<file path="src/rtl/intwin_pkg.sv">
package intwin_pkg;

  // number of cycles in the summing window
  localparam int WIN_N = 4;

  typedef enum logic [2:0] {
    ST_CLR0  = 3'd0,
    ST_CLR1  = 3'd1,
    ST_SLIP  = 3'd2,
    ST_ACC0  = 3'd3,
    ST_ACC1  = 3'd4,
    ST_ACC2  = 3'd5,
    ST_ACC3  = 3'd6,
    ST_HOLD  = 3'd7
  } winState_t;

  // strobes from control to datapath
  typedef struct packed {
    logic clr;
    logic add;
    logic done;
  } dpStrobe_t;

endpackage

</file>
<file path="src/rtl/intwin_ctrl.sv">
module intwin_ctrl
  import intwin_pkg::*;
#(
  parameter int OFF_W = 4
) (
  input  logic             clk,
  input  logic             rst,
  input  logic [OFF_W-1:0] offsetIn,
  output dpStrobe_t        stb
);

  winState_t        state;
  winState_t        stateNext;
  logic [OFF_W-1:0] slipCnt;

  always_comb begin
    stateNext = state;
    case (state)
      ST_CLR0: stateNext = ST_CLR1;
      ST_CLR1: stateNext = ST_SLIP;
      ST_SLIP: stateNext = (slipCnt == '0) ? ST_ACC0 : ST_SLIP;
      ST_ACC0: stateNext = ST_ACC1;
      ST_ACC1: stateNext = ST_ACC2;
      ST_ACC2: stateNext = ST_ACC3;
      ST_ACC3: stateNext = ST_HOLD;
      ST_HOLD: stateNext = ST_CLR0;
      default: stateNext = ST_CLR0;
    endcase
  end

  always_ff @(posedge clk) begin
    if (rst) begin
      state   <= ST_CLR0;
      slipCnt <= '0;
    end else begin
      state <= stateNext;
      if (state == ST_CLR1) begin
        slipCnt <= offsetIn;          // capture on entry to slip state
      end else if (state == ST_SLIP && slipCnt != '0) begin
        slipCnt <= slipCnt - 1'b1;
      end
    end
  end

  always_comb begin
    stb.clr  = (state == ST_CLR0) || (state == ST_CLR1);
    stb.add  = (state == ST_ACC0) || (state == ST_ACC1) ||
               (state == ST_ACC2) || (state == ST_ACC3);
    stb.done = (state == ST_HOLD);
  end

  AST_CLEAR_ORDER: assert property (@(posedge clk) disable iff (rst)
    (state == ST_CLR0) |=> (state == ST_CLR1));
  AST_SLIP_ENTRY: assert property (@(posedge clk) disable iff (rst)
    (state == ST_CLR1) |=> (state == ST_SLIP) && (slipCnt == $past(offsetIn)));
  AST_SLIP_COUNTDOWN: assert property (@(posedge clk) disable iff (rst)
    (state == ST_SLIP && slipCnt != '0) |=>
      (state == ST_SLIP) && (slipCnt == $past(slipCnt) - 1'b1));
  AST_ZERO_SLIP_EXIT: assert property (@(posedge clk) disable iff (rst)
    (state == ST_SLIP && slipCnt == '0) |=> (state == ST_ACC0));
  AST_HOLD_WRAP: assert property (@(posedge clk) disable iff (rst)
    (state == ST_HOLD) |=> (state == ST_CLR0));

endmodule

</file>
<file path="src/rtl/intwin_datapath.sv">
module intwin_datapath
  import intwin_pkg::*;
#(
  parameter int SAMPLE_W = 4,
  parameter int ACC_W    = SAMPLE_W + $clog2(WIN_N)
) (
  input  logic                clk,
  input  logic                rst,
  input  dpStrobe_t           stb,
  input  logic [SAMPLE_W-1:0] sampleIn,
  output logic [ACC_W-1:0]    sumOut,
  output logic                sumValid,
  output logic                inWindow
);

  logic [ACC_W-1:0] acc;

  always_ff @(posedge clk) begin
    if (rst || stb.clr) begin
      acc <= '0;
    end else if (stb.add) begin
      acc <= acc + ACC_W'(sampleIn);
    end
  end

  assign sumOut   = acc;
  assign sumValid = stb.done;
  assign inWindow = stb.add;

  AST_CLEARED: assert property (@(posedge clk) disable iff (rst)
    stb.clr |=> (acc == '0));
  AST_NO_OVERFLOW: assert property (@(posedge clk) disable iff (rst)
    stb.add |=> (acc >= $past(acc)));
  AST_IDLE_HOLD: assert property (@(posedge clk) disable iff (rst)
    (!stb.add && !stb.clr) |=> $stable(acc));
  AST_DONE_SINGLE: assert property (@(posedge clk) disable iff (rst)
    stb.done |=> !stb.done);
  AST_SUM_PRESENTED: assert property (@(posedge clk) disable iff (rst)
    stb.done |=> $stable(sumOut));

endmodule

</file>
<file path="src/rtl/intWindowCtrl.sv">
module intWindowCtrl
  import intwin_pkg::*;
#(
  parameter int OFF_W    = 4,
  parameter int SAMPLE_W = 4,
  localparam int ACC_W   = SAMPLE_W + $clog2(WIN_N)
) (
  input  logic                clk,
  input  logic                rst,
  input  logic [OFF_W-1:0]    offsetIn,
  input  logic [SAMPLE_W-1:0] sampleIn,
  output logic [ACC_W-1:0]    sumOut,
  output logic                sumValid,
  output logic                inWindow
);

  dpStrobe_t stb;

  intwin_ctrl #(
    .OFF_W (OFF_W)
  ) i_ctrl (
    .clk      (clk),
    .rst      (rst),
    .offsetIn (offsetIn),
    .stb      (stb)
  );

  intwin_datapath #(
    .SAMPLE_W (SAMPLE_W),
    .ACC_W    (ACC_W)
  ) i_dp (
    .clk      (clk),
    .rst      (rst),
    .stb      (stb),
    .sampleIn (sampleIn),
    .sumOut   (sumOut),
    .sumValid (sumValid),
    .inWindow (inWindow)
  );

endmodule

</file>
<file path="config.mk">
export PLATFORM = sky130hd
export DESIGN_NAME = intWindowCtrl
export DESIGN_NICKNAME = d
export VERILOG_FILES = /design/src/rtl/intwin_pkg.sv /design/src/rtl/intwin_ctrl.sv /design/src/rtl/intwin_datapath.sv /design/src/rtl/intWindowCtrl.sv
export SDC_FILE = /design/constraint.sdc
export NUM_CORES = 1
export LEC_CHECK = 0
export ABC_CLOCK_PERIOD_IN_PS = 1500
export BUFFER_PORTS_ARGS = -buffer_cell sky130_fd_sc_hd__buf_2
export CORE_MARGIN = 1.5
export CORE_UTILIZATION = 46
export DETAILED_ROUTE_END_ITERATION = 10
export PLACE_DENSITY = 0.72
export SYNTH_ARGS = -nofsm -noshare
export SYNTH_HDL_FRONTEND = slang
export SYNTH_SLANG_ARGS = --single-unit
</file>
<file path="constraint.sdc">
create_clock -name clk -period 1.5 [get_ports clk]
set_input_delay 0.3 -clock clk [delete_from_list [all_inputs] [get_ports clk]]
set_output_delay 0.3 -clock clk [all_outputs]
set_load 0.03 [all_outputs]
</file>
==> summary.md, run 1 <==
| Metric | Value |
|---|---|
| DRC | `0` |
| Setup Viol. Count Final | `1` |
| Clock Pin Slew Worst Setup and Hold Paths | `80 ps` |
| Net Count, Synth | `105` |
| Reg2reg end | `i_ctrl.slipCnt[1]` |
| Starting Density | `0.509` |
| WP data arrival | `1710 ps` |
| Ys async rst share | `0` |
| CTS Sinks | `13` |
| Post-synthesis register bit count | `13` |
| Vias | `779` |
| Final core utilization | `0.741` |
| Crit. End Element | `flop` |
| Startpoint types | `flop` |
| Hold-fix buffers, CTS | `0` |
| Worst Clk Skew | `0.602 ps` |
| First-pass GRT wire length | `2960 um` |
| Final nets | `145` |
| Synthesized cell area | `793 sq um` |
| Fmax | `between 600 and 700 MHz` |
| Cells after Synth | `around 90` |
| Final hold violations | `0` |
| Power per Cell Area | `1030 mW/mm^2` |
| Hold WC Path Type | `input port to flop` |
| Row count | `14` |
| Status | `finished, violations left` |
| Reg2Reg Setup Slack | `-10 ps` |
| Worst Path Required | `1700 ps` |
| Synth cell types | `38` |
| Final worst-path setup slack | `-12.5 ps` |
| Die H | `44.5 um` |
| 1st-pass router iterations | `6` |
| Initial drt markers | `5` |
| Dpl cell area | `992 sq um` |
| Pin count of the biggest net entering global routing | `11` |
| Slew HR | `0.738` |
| Wire per inst | `12.3 um` |
| Avg Inst Size Synth | `between 8 and 9 sq um` |
| R2R cell count | `6` |
| Warnings, synthesis | `0` |
| Worst vdd ir | `0.779 mV` |
| # diodes | `0` |
| CTS tree | `built` |
| Final Cell Area | `0.00115 sq mm` |
| Initial antenna violation count | `0` |
| Final WL | `about 1800 um` |
| Predominant post-synthesis flop cell | `dfxtp_1` |
| Post-route clock period utilization | `1.01` |
| Worst skew pair latency | `280 ps` |
| Reg-to-reg startpoint | `i_ctrl.slipCnt[0]` |
| Worst-Margin Slew | `between 300 and 400 ps` |
| Synthesis-to-finish area growth | `45.6%` |
| Final antenna-violating net count | `0` |
| Detailed Place HPWL | `1280 um` |
| Vias in the first global route | `roughly 700` |
| Setup CP Type | `flop to flop` |
| Layout cell share with drive strength beyond 1 | `0.516` |
| Max Cap Viol | `0` |
| Worst-path fanout max | `4` |
| Post-synth EDFFs | `0` |
| Critical hold path startpoint | `rst` |
| Gr ovfl total | `0` |
| Post-synthesis sequential area ratio | `0.328` |
| DIE AREA | `0.00198 sq mm` |
| Port Buf Inserts | `17` |
| RSZ-0062 raised after global routing | `true` |
| Ports | `18` |
| H-tree levels | `1` |
| P_leak | `0.000514 uW` |
| Total CTS buffers | `3` |
| Core area | `0.00156 sq mm` |
| Hold Path Sink | `i_ctrl.slipCnt[3]` |
| Die span in x | `44.5 um` |
| Final Slew Violations | `0` |
| Post-layout min period | `around 1500 ps` |
| Hold Path Cell Cnt | `2` |
| Overall routing resource usage | `0.206` |
| Clock buffer depth | `2` |
| Routability cong. | `about 0.85` |
| Failing checks | `negative setup slack` |
| Root Driver | `clkbuf_4` |
| DR vias/cell | `between 5 and 6` |
[what timing repair did]
action,4_1_cts,5_1_grt
endpoints found under the setup margin,8,9
gates resized for setup,14,10
pin swaps,5,11
setup buffers,2,5
[worst max-delay path by stage]
| stage | from | end | cells past startpoint | slack [ps] |
|---|---|---|---|---|
| floorplan | i_dp.sumOut[1] | i_dp.sumOut[5] | 5 | -20 |
| global placement | sampleIn[1] | i_dp.sumOut[5] | 6 | -150 |
| detailed placement | sampleIn[1] | i_dp.sumOut[5] | 6 | -160 |
| CTS | i_ctrl.state[2] | sumValid | 4 | 2 |
| global route | i_ctrl.slipCnt[0] | i_ctrl.slipCnt[1] | 6 | -100 |
| finish | i_ctrl.slipCnt[0] | i_ctrl.slipCnt[1] | 6 | -10 |
[stage by stage]
stage               hold slack [ps]  total power (uW)  instances  setup TNS (ps)  worst slack [ps]
detailed placement              457               827        133            -506              -156
floorplan                       466               697         89           -22.1             -22.1
CTS                             300              1110        139               0              1.52
global placement                444               814        133            -324              -153
global route                    315              1280        144            -195              -102
finish                          299              1190        144           -12.5             -12.5
[cell usage in the layout (no fill, tap or decap), types with 2 or more instances in the layout]
master,netlist,final
a211oi_1,5,2
a211oi_2,0,3
a21o_1,2,2
a21oi_1,9,7
a21oi_2,0,2
buf_2,1,15
buf_4,0,20
clkbuf_4,0,4
dfxtp_1,13,6
dfxtp_2,0,5
dfxtp_4,0,2
ha_1,5,3
ha_4,0,2
inv_2,2,4
mux2i_1,2,2
nand2_1,6,6
nor2_1,7,7
o21ai_0,6,6
or3_1,3,3
[state kept, by name, indices dropped and copies added, names as in the netlist]
register	count
i_dp.sumOut	6
i_ctrl.slipCnt	4
i_ctrl.state	3
[synthesized netlist by cell type, types with 2 or more instances]
cell | number | area (sq um)
ha_1 | 5 | 62.6
inv_1 | 2 | 7.51
dfxtp_1 | 13 | 260
o21ai_0 | 6 | 30.0
inv_2 | 2 | 7.51
mux2i_1 | 2 | 20.0
and2_1 | 2 | 12.5
a21o_1 | 2 | 15.0
or3_1 | 3 | 18.8
nor2_1 | 7 | 26.3
nand2_1 | 6 | 22.5
a21oi_1 | 9 | 45.0
a211oi_1 | 5 | 37.5
[layer usage]
metal	global-route usage	vias up	wire, um
li1	-	398	-
met1	0.269	359	847
met2	0.310	18	813
met3	0.0816	4	84
met4	0.0606	0	18
met5	0	-	0
[cells by family (layout without fill, tap and decap cells)]
kind of cell	after synthesis	in the layout	synth area share
AND/OR/NAND/NOR	32	32	0.240
AO/OA/AOI/OAI	28	28	0.227
flip-flops	13	13	0.328
adder cells (fa/ha/maj)	6	6	0.104
buffers and inverters	6	45	0.0300
XOR/XNOR	2	2	0.0457
multiplexers	2	2	0.0252
[layout make-up]
cell class              count  area (sq um)
clock buffers               4          26.3
fillers                   114           404
inverters                   4          15.0
flip-flops and latches     13           274
multi-input cells          70           576
well taps                  16          20.0
repair buffers             37           244
[report_power, final]
group | leakage [uW] | switching [uW] | internal [uW]
registers | 0.000109 | 43.7 | 388
logic | 0.000389 | 241 | 294
clock network | 0.0000150 | 116 | 103
[worst max-delay path, cell delays in order, from the launching register on]
cell	delay (ps)
dfxtp_2	330
inv_2	70
ha_4	130
or3b_4	400
a31oi_4	240
a211oi_2	60
a211oi_2	200
Power figures use the tool's default switching activity.
==> inputs of run 2 (changes only) <==
--- a/config.mk
+++ b/config.mk
@@ -5,12 +5,16 @@
 export SDC_FILE = /design/constraint.sdc
 export NUM_CORES = 1
 export LEC_CHECK = 0
+export ABC_AREA = 1
 export ABC_CLOCK_PERIOD_IN_PS = 1500
 export BUFFER_PORTS_ARGS = -buffer_cell sky130_fd_sc_hd__buf_2
+export CAP_MARGIN = 20
+export CELL_PAD_IN_SITES_DETAIL_PLACEMENT = 0
+export CELL_PAD_IN_SITES_GLOBAL_PLACEMENT = 2
 export CORE_MARGIN = 1.5
-export CORE_UTILIZATION = 46
+export CORE_UTILIZATION = 25
 export DETAILED_ROUTE_END_ITERATION = 10
-export PLACE_DENSITY = 0.72
+export PLACE_DENSITY_LB_ADDON = 0.1
 export SYNTH_ARGS = -nofsm -noshare
 export SYNTH_HDL_FRONTEND = slang
 export SYNTH_SLANG_ARGS = --single-unit
==> summary.md, run 2 <==
| Metric | Value |
|---|---|
| Status | `finished clean (was finished, violations left)` |
| Hold-fix buffers, CTS | `0 (unchanged)` |
| Vias in the first global route | `729 (was 699)` |
| Crit-path cells | `nand2_4 -> nor2_2 -> nor2_2 -> inv_2 -> buf_6 (was inv_2 -> ha_4 -> or3b_4 -> a31oi_4 -> a211oi_2 -> a211oi_2)` |
| Synth area leaders | `dfxtp_1 (34%), nor2_1 (9.4%), nand3_1 (8.6%), nand2_1 (8.4%), ha_1 (8.2%) (was dfxtp_1 (33%), ha_1 (7.9%), a21oi_1 (5.7%), a211oi_1 (4.7%), o21ai_0 (3.8%))` |
| Setup CP Type | `flop to primary output (was flop to flop)` |
| Warnings, synthesis | `0 (unchanged)` |
| Wire per inst | `10.8 um (was 12.3 um)` |
| Synthesized cell area | `761 sq um (was 793 sq um)` |
| RSZ-0062 raised after global routing | `true (unchanged)` |
| Initial antenna violation count | `0 (unchanged)` |
| Die H | `58.2 um (was 44.5 um)` |
| Routability cong. | `0.703 (was 0.852)` |
| CTS Sinks | `13 (unchanged)` |
| Commonest non-fill, non-tap cell in the layout | `nor2_1 (was buf_4)` |
| Overall power | `1120 uW (was 1190 uW)` |
| Dpl cell area | `897 sq um (was 992 sq um)` |
| P_int | `690 uW (was 785 uW)` |
| Worst-Margin Slew | `311 ps (was 392 ps)` |
| DRC | `0 (unchanged)` |
| Pin count of the biggest net entering global routing | `9 (was 11)` |
| Setup Viol. Count Final | `0 (was 1)` |
| Worst skew pair latency | `280 ps (about the same)` |
| Final WL | `1780 um (was 1760 um)` |
| Post-synth EDFFs | `0 (unchanged)` |
| Port Buf Inserts | `17 (unchanged)` |
| Most frequent cells after synthesis | `nor2_1 (19), nand2_1 (17), dfxtp_1 (13), inv_1 (13), nand3_1 (13) (was dfxtp_1 (13), a21oi_1 (9), nor2_1 (7))` |
| Hold WC Path Type | `input port to flop (unchanged)` |
| Worst Path Required | `1200 ps (was 1700 ps)` |
| Share of the synthesized area in the top cell type | `0.342 (was 0.328)` |
| Most numerous cell in the Yosys netlist | `nor2_1 (was dfxtp_1)` |
| CTS tree | `built (unchanged)` |
| Root Driver | `clkbuf_4 (unchanged)` |
| CP max-delay cell | `dfxtp_4 (was or3b_4)` |
| Buf/Inv on CP | `2 (was 1)` |
| Power per Cell Area | `1160 mW/mm^2 (was 1030 mW/mm^2)` |
| Commonest non-fill, non-tap cells in the layout | `nor2_1 (19), nand2_1 (17), buf_2 (16) (was buf_4 (20), buf_2 (15), nor2_1 (7), a21oi_1 (7))` |
| Final nets | `151 (was 145)` |
| Layout cell share with drive strength beyond 1 | `0.299 (was 0.516)` |
| Clock Pin Slew Worst Setup and Hold Paths | `90 ps (was 80 ps)` |
| Cells after Synth | `109 (was 89)` |
| WP data arrival | `1130 ps (was 1710 ps)` |
| Post-layout min period | `1430 ps (was 1510 ps)` |
| Worst slack at placement | `-54.1 ps (was -156 ps)` |
| Total CTS buffers | `3 (unchanged)` |
| Ys async rst share | `0 (unchanged)` |
| # diodes | `0 (unchanged)` |
| Fmax | `697 MHz (was 661 MHz)` |
| H-tree levels | `1 (unchanged)` |
| Clock buffer depth | `2 (unchanged)` |
| Switching share of total power | `0.387 (was 0.338)` |
| Startpoint types | `flop (unchanged)` |
| Filler cell count in the final layout | `319 (was 114)` |
| Gr ovfl total | `0 (unchanged)` |
| Crit path top cell by count | `nor2_2 (was a211oi_2)` |
| Synthesis-to-finish area growth | `27.5% (was 45.6%)` |
| Slew HR | `0.792 (was 0.738)` |
| Final Cell Area | `970 sq um (was 0.00115 sq mm)` |
| DR vias/cell | `4.42 (was 5.41)` |
| Final antenna-violating net count | `0 (unchanged)` |
| Net Count, Synth | `125 (was 105)` |
| Ports | `18 (unchanged)` |
| DIE AREA | `0.00338 sq mm (was 0.00198 sq mm)` |
| Row count | `19 (was 14)` |
| Final hold violations | `0 (unchanged)` |
| Crit. End Element | `primary output (was flop)` |
| Post-route clock period utilization | `0.956 (was 1.01)` |
| Synth cell types | `18 (was 38)` |
| Core area | `0.00283 sq mm (was 0.00156 sq mm)` |
| Detailed Place HPWL | `1370 um (was 1280 um)` |
| Die span in x | `58.2 um (was 44.5 um)` |
| Initial drt markers | `12 (was 5)` |
| 1st-pass router iterations | `2 (was 6)` |
| Predominant post-synthesis flop cell | `dfxtp_1 (unchanged)` |
| Vias | `730 (was 779)` |
| Max Cap Viol | `0 (unchanged)` |
| P_leak | `0.000461 uW (was 0.000514 uW)` |
| Worst Clk Skew | `7.61 ps (was 0.602 ps)` |
| Flop pwr share | `0.398 (was 0.364)` |
| NetSw | `435 uW (was 400 uW)` |
| First-pass GRT wire length | `3110 um (was 2960 um)` |
| Largest register FFs | `6 (unchanged)` |
| Worst-path fanout max | `6 (was 4)` |
| Overall routing resource usage | `0.122 (was 0.206)` |
| Final Slew Violations | `0 (unchanged)` |
| Starting Density | `0.269 (was 0.509)` |
| Avg Inst Size Synth | `6.98 sq um (was 8.91 sq um)` |
| Worst path top cell family by delay | `flip-flops (was compound AO/OA/AOI/OAI gates)` |
| Clk pwr share | `0.205 (was 0.185)` |
| Final worst-path setup slack | `65.8 ps (was -12.5 ps)` |
| Worst vdd ir | `0.470 mV (was 0.779 mV)` |
| Comb pwr share | `0.397 (was 0.451)` |
| Slowest stage delay, CP | `390 ps (was 400 ps)` |
| Post-synthesis register bit count | `13 (unchanged)` |
| Post-synth top area cell | `dfxtp_1 (unchanged)` |
| Post-synthesis sequential area ratio | `0.342 (was 0.328)` |
==> run 2: cell count changes after synthesis, sizes merged, moves of 3 or more <==
cell,previous run,this run
nor2,7,22
nand2,7,20
nand3,0,13
inv,4,14
a211oi,5,0
or3,3,0
==> run 2: path summary, 6_finish.rpt <==
check,start,to,slack [ps],cells past startpoint
setup / recovery,i_ctrl.state[1],inWindow,70,5
hold reg to reg,i_ctrl.slipCnt[0],i_ctrl.slipCnt[0],490,2
setup reg to reg,i_dp.sumOut[0],i_dp.sumOut[4],150,7
hold / removal,rst,i_ctrl.state[2],250,2
==> run 2: layout make-up <==
| type | instances | area [sq um] | area share |
|---|---|---|---|
| inverter | 14 | 52.6 | 0.0542 |
| tap | 31 | 38.8 | 0.0400 |
| clock buffer | 4 | 26.3 | 0.0271 |
| timing repair buffer | 22 | 129 | 0.133 |
| sequential | 13 | 268 | 0.276 |
| multi-input combinational | 81 | 455 | 0.470 |
==> run 2: cell families after synthesis <==
family,synth area share
flops,0.342
fa+ha+maj,0.109
simple gates,0.331
buf+inv,0.0839
xor+xnor,0.0230
compound gates,0.112
==> run 2: what timing repair did <==
item,CTS,global route
gates cloned,0,0
endpoints found under the setup margin,1,2
pin swaps,1,2
buffers inserted,2,0
resized for setup,5,8
==> run 2: stage by stage <==
stage | TNS (ps) | std cells | util | hold WS, ps
final | 0 | 165 | 0.343 | 248
after global routing | -3.49 | 165 | 0.343 | 245
after CTS | 0 | 165 | 0.335 | 235
after detailed placement | -54.1 | 159 | 0.317 | 473
after global placement | -30.7 | 159 | 0.317 | 467
after floorplan | 0 | 109 | - | 369
==> run 2: metal layers <==
layer,global-route usage,up-vias,wire [um]
li1,-,402,-
met3,0.0223,2,83
met5,0,-,0
met4,0.0698,0,18
met2,0.213,13,858
met1,0.139,313,816
==> run 2: power by group through the flow <==
stage	sequential (uW)	clock [uW]	combinational, uW
final	448	231	446
after detailed placement	448	0	426
after CTS	442	244	445
after global routing	455	257	531
after global placement	447	0	434
after floorplan	444	0	331
==> inputs of run 3 (changes only) <==
--- a/config.mk
+++ b/config.mk
@@ -11,10 +11,11 @@
 export CAP_MARGIN = 20
 export CELL_PAD_IN_SITES_DETAIL_PLACEMENT = 0
 export CELL_PAD_IN_SITES_GLOBAL_PLACEMENT = 2
-export CORE_MARGIN = 1.5
+export CORE_MARGIN = 10
 export CORE_UTILIZATION = 25
 export DETAILED_ROUTE_END_ITERATION = 10
 export PLACE_DENSITY_LB_ADDON = 0.1
+export SETUP_SLACK_MARGIN = 0.02
 export SYNTH_ARGS = -nofsm -noshare
 export SYNTH_HDL_FRONTEND = slang
 export SYNTH_SLANG_ARGS = --single-unit
==> summary.md, run 3 (same netlist as run 2, synthesis figures left out) <==
| Metric | Value |
|---|---|
| Status | `finished clean (unchanged)` |
| DIE AREA | `0.00565 sq mm (was 0.00338 sq mm)` |
| Max Cap Viol | `0 (unchanged)` |
| Crit path top cell by count | `nor2_2 (unchanged)` |
| # diodes | `0 (unchanged)` |
| Worst vdd ir | `0.359 mV (was 0.470 mV)` |
| DRC | `0 (unchanged)` |
| Worst Path Required | `1200 ps (about the same)` |
| Wire per inst | `11.4 um (was 10.8 um)` |
| Setup CP Type | `flop to primary output (unchanged)` |
| Overall routing resource usage | `0.0771 (was 0.122)` |
| Layout cell share with drive strength beyond 1 | `0.299 (unchanged)` |
| Final worst-path setup slack | `90.0 ps (was 65.8 ps)` |
| Initial drt markers | `54 (was 12)` |
| Worst Clk Skew | `5.17 ps (was 7.61 ps)` |
| Setup Viol. Count Final | `0 (unchanged)` |
| Final Slew Violations | `0 (unchanged)` |
| Worst slack at placement | `-63.1 ps (was -54.1 ps)` |
| Final WL | `1880 um (was 1780 um)` |
| Ports | `18 (unchanged)` |
| Slowest stage delay, CP | `370 ps (was 390 ps)` |
| Gr ovfl total | `0 (unchanged)` |
| Port Buf Inserts | `17 (unchanged)` |
| Commonest non-fill, non-tap cells in the layout | `nor2_1 (19), nand2_1 (17), buf_2 (16) (unchanged)` |
| Synthesis-to-finish area growth | `26.6% (was 27.5%)` |
| Die H | `75.2 um (was 58.2 um)` |
| Worst skew pair latency | `270 ps (was 280 ps)` |
| Routability cong. | `0.726 (was 0.703)` |
| WP data arrival | `1110 ps (was 1130 ps)` |
| Root Driver | `clkbuf_4 (unchanged)` |
| CP max-delay cell | `dfxtp_4 (unchanged)` |
| CTS tree | `built (unchanged)` |
| Initial antenna violation count | `0 (unchanged)` |
| Post-route clock period utilization | `0.940 (was 0.956)` |
| Power per Cell Area | `1150 mW/mm^2 (was 1160 mW/mm^2)` |
| Pin count of the biggest net entering global routing | `9 (unchanged)` |
| Post-layout min period | `1410 ps (was 1430 ps)` |
| Final antenna-violating net count | `0 (unchanged)` |
| Final core utilization | `0.341 (was 0.343)` |
| Vias | `735 (was 730)` |
| Slew HR | `0.792 (about the same)` |
| Hold WC Path Type | `input port to flop (unchanged)` |
| Final nets | `151 (unchanged)` |
| Reg area | `270 sq um (was 268 sq um)` |
| Worst-Margin Slew | `311 ps (about the same)` |
| H-tree levels | `1 (unchanged)` |
| Area of the multi-input gates | `447 sq um (was 455 sq um)` |
| Total CTS buffers | `3 (unchanged)` |
| DR vias/cell | `4.45 (was 4.42)` |
| Worst-path fanout max | `6 (unchanged)` |
| Die span in x | `75.2 um (was 58.2 um)` |
| Starting Density | `0.269 (unchanged)` |
| Crit. End Element | `primary output (unchanged)` |
| Final hold violations | `0 (unchanged)` |
| Commonest non-fill, non-tap cell in the layout | `nor2_1 (unchanged)` |
| Detailed Place HPWL | `1520 um (was 1370 um)` |
| Row count | `19 (unchanged)` |
| Clock Pin Slew Worst Setup and Hold Paths | `80 ps (was 90 ps)` |
| First-pass GRT wire length | `3350 um (was 3110 um)` |
| Filler cell count in the final layout | `321 (was 319)` |
| Minimum hold slack | `258 ps (was 248 ps)` |
| Core area | `0.00283 sq mm (unchanged)` |
| 1st-pass router iterations | `4 (was 2)` |
| Vias in the first global route | `796 (was 729)` |
| Crit-path cells | `nand2_2 -> nor2_2 -> nor2_2 -> inv_2 -> buf_6 (was nand2_4 -> nor2_2 -> nor2_2 -> inv_2 -> buf_6)` |
| Largest register FFs | `6 (unchanged)` |
| Clock buffer depth | `2 (unchanged)` |
| CTS Sinks | `13 (unchanged)` |
| Fmax | `709 MHz (was 697 MHz)` |
| Startpoint types | `flop (unchanged)` |
| P_leak | `0.000452 uW (was 0.000461 uW)` |
| RSZ-0062 raised after global routing | `true (unchanged)` |
[run 3: final cells by class]
cell class / instances / share of cell area
clock buffers: 4 / 0.0273
inverters: 14 / 0.0545
multi-input cells: 81 / 0.464
flip-flops and latches: 13 / 0.281
well taps: 31 / 0.0403
repair buffers: 22 / 0.134
[run 3: worst paths after layout]
kind	startpoint	end	slack (ps)	cells past startpoint
worst max-delay path	i_ctrl.state[1]	inWindow	90	5
worst min-delay path	rst	i_ctrl.state[2]	260	2
worst min register to register	i_dp.sumOut[4]	i_dp.sumOut[4]	480	2
worst max register to register	i_dp.sumOut[0]	i_dp.sumOut[4]	110	7
[run 3: through the flow]
| step | instance area, sq um | total power [uW] | instances | TNS (ps) |
|---|---|---|---|---|
| detailed placement | 905 | 883 | 160 | -63.1 |
| global route | 963 | 1230 | 165 | -32.8 |
| global placement | 905 | 887 | 160 | -29.7 |
| floorplan | 762 | 775 | 109 | 0 |
| CTS | 943 | 1120 | 164 | 0 |
| finish | 963 | 1110 | 165 | 0 |
[run 3: worst max-delay path, delay by kind of cell (launching register included)]
| family | cells | cell delay [ps] |
|---|---|---|
| flops | 1 | 370 |
| simple gates | 3 | 250 |
| buf+inv | 2 | 210 |
[run 3: power by group]
part	switching [uW]	internal (uW)
sequential	46.8	399
combinational	261	188
clock	113	103
total	421	690
[run 3: metal layers]
| metal | global-route usage | share of wire |
|---|---|---|
| met1 | 0.0872 | 0.48 |
| met2 | 0.125 | 0.45 |
| met3 | 0.0263 | 0.061 |
| met4 | 0.0433 | 0.0085 |
| met5 | 0 | 0 |
[run 3: what timing repair did]
item | in CTS | in global routing
hold buffers | 0 | 0
buffers inserted | 0 | 1
hold endpoints to repair | 0 | 0
resized for setup | 6 | 7
endpoints found under the setup margin | 2 | 3
pin swaps | 0 | 1
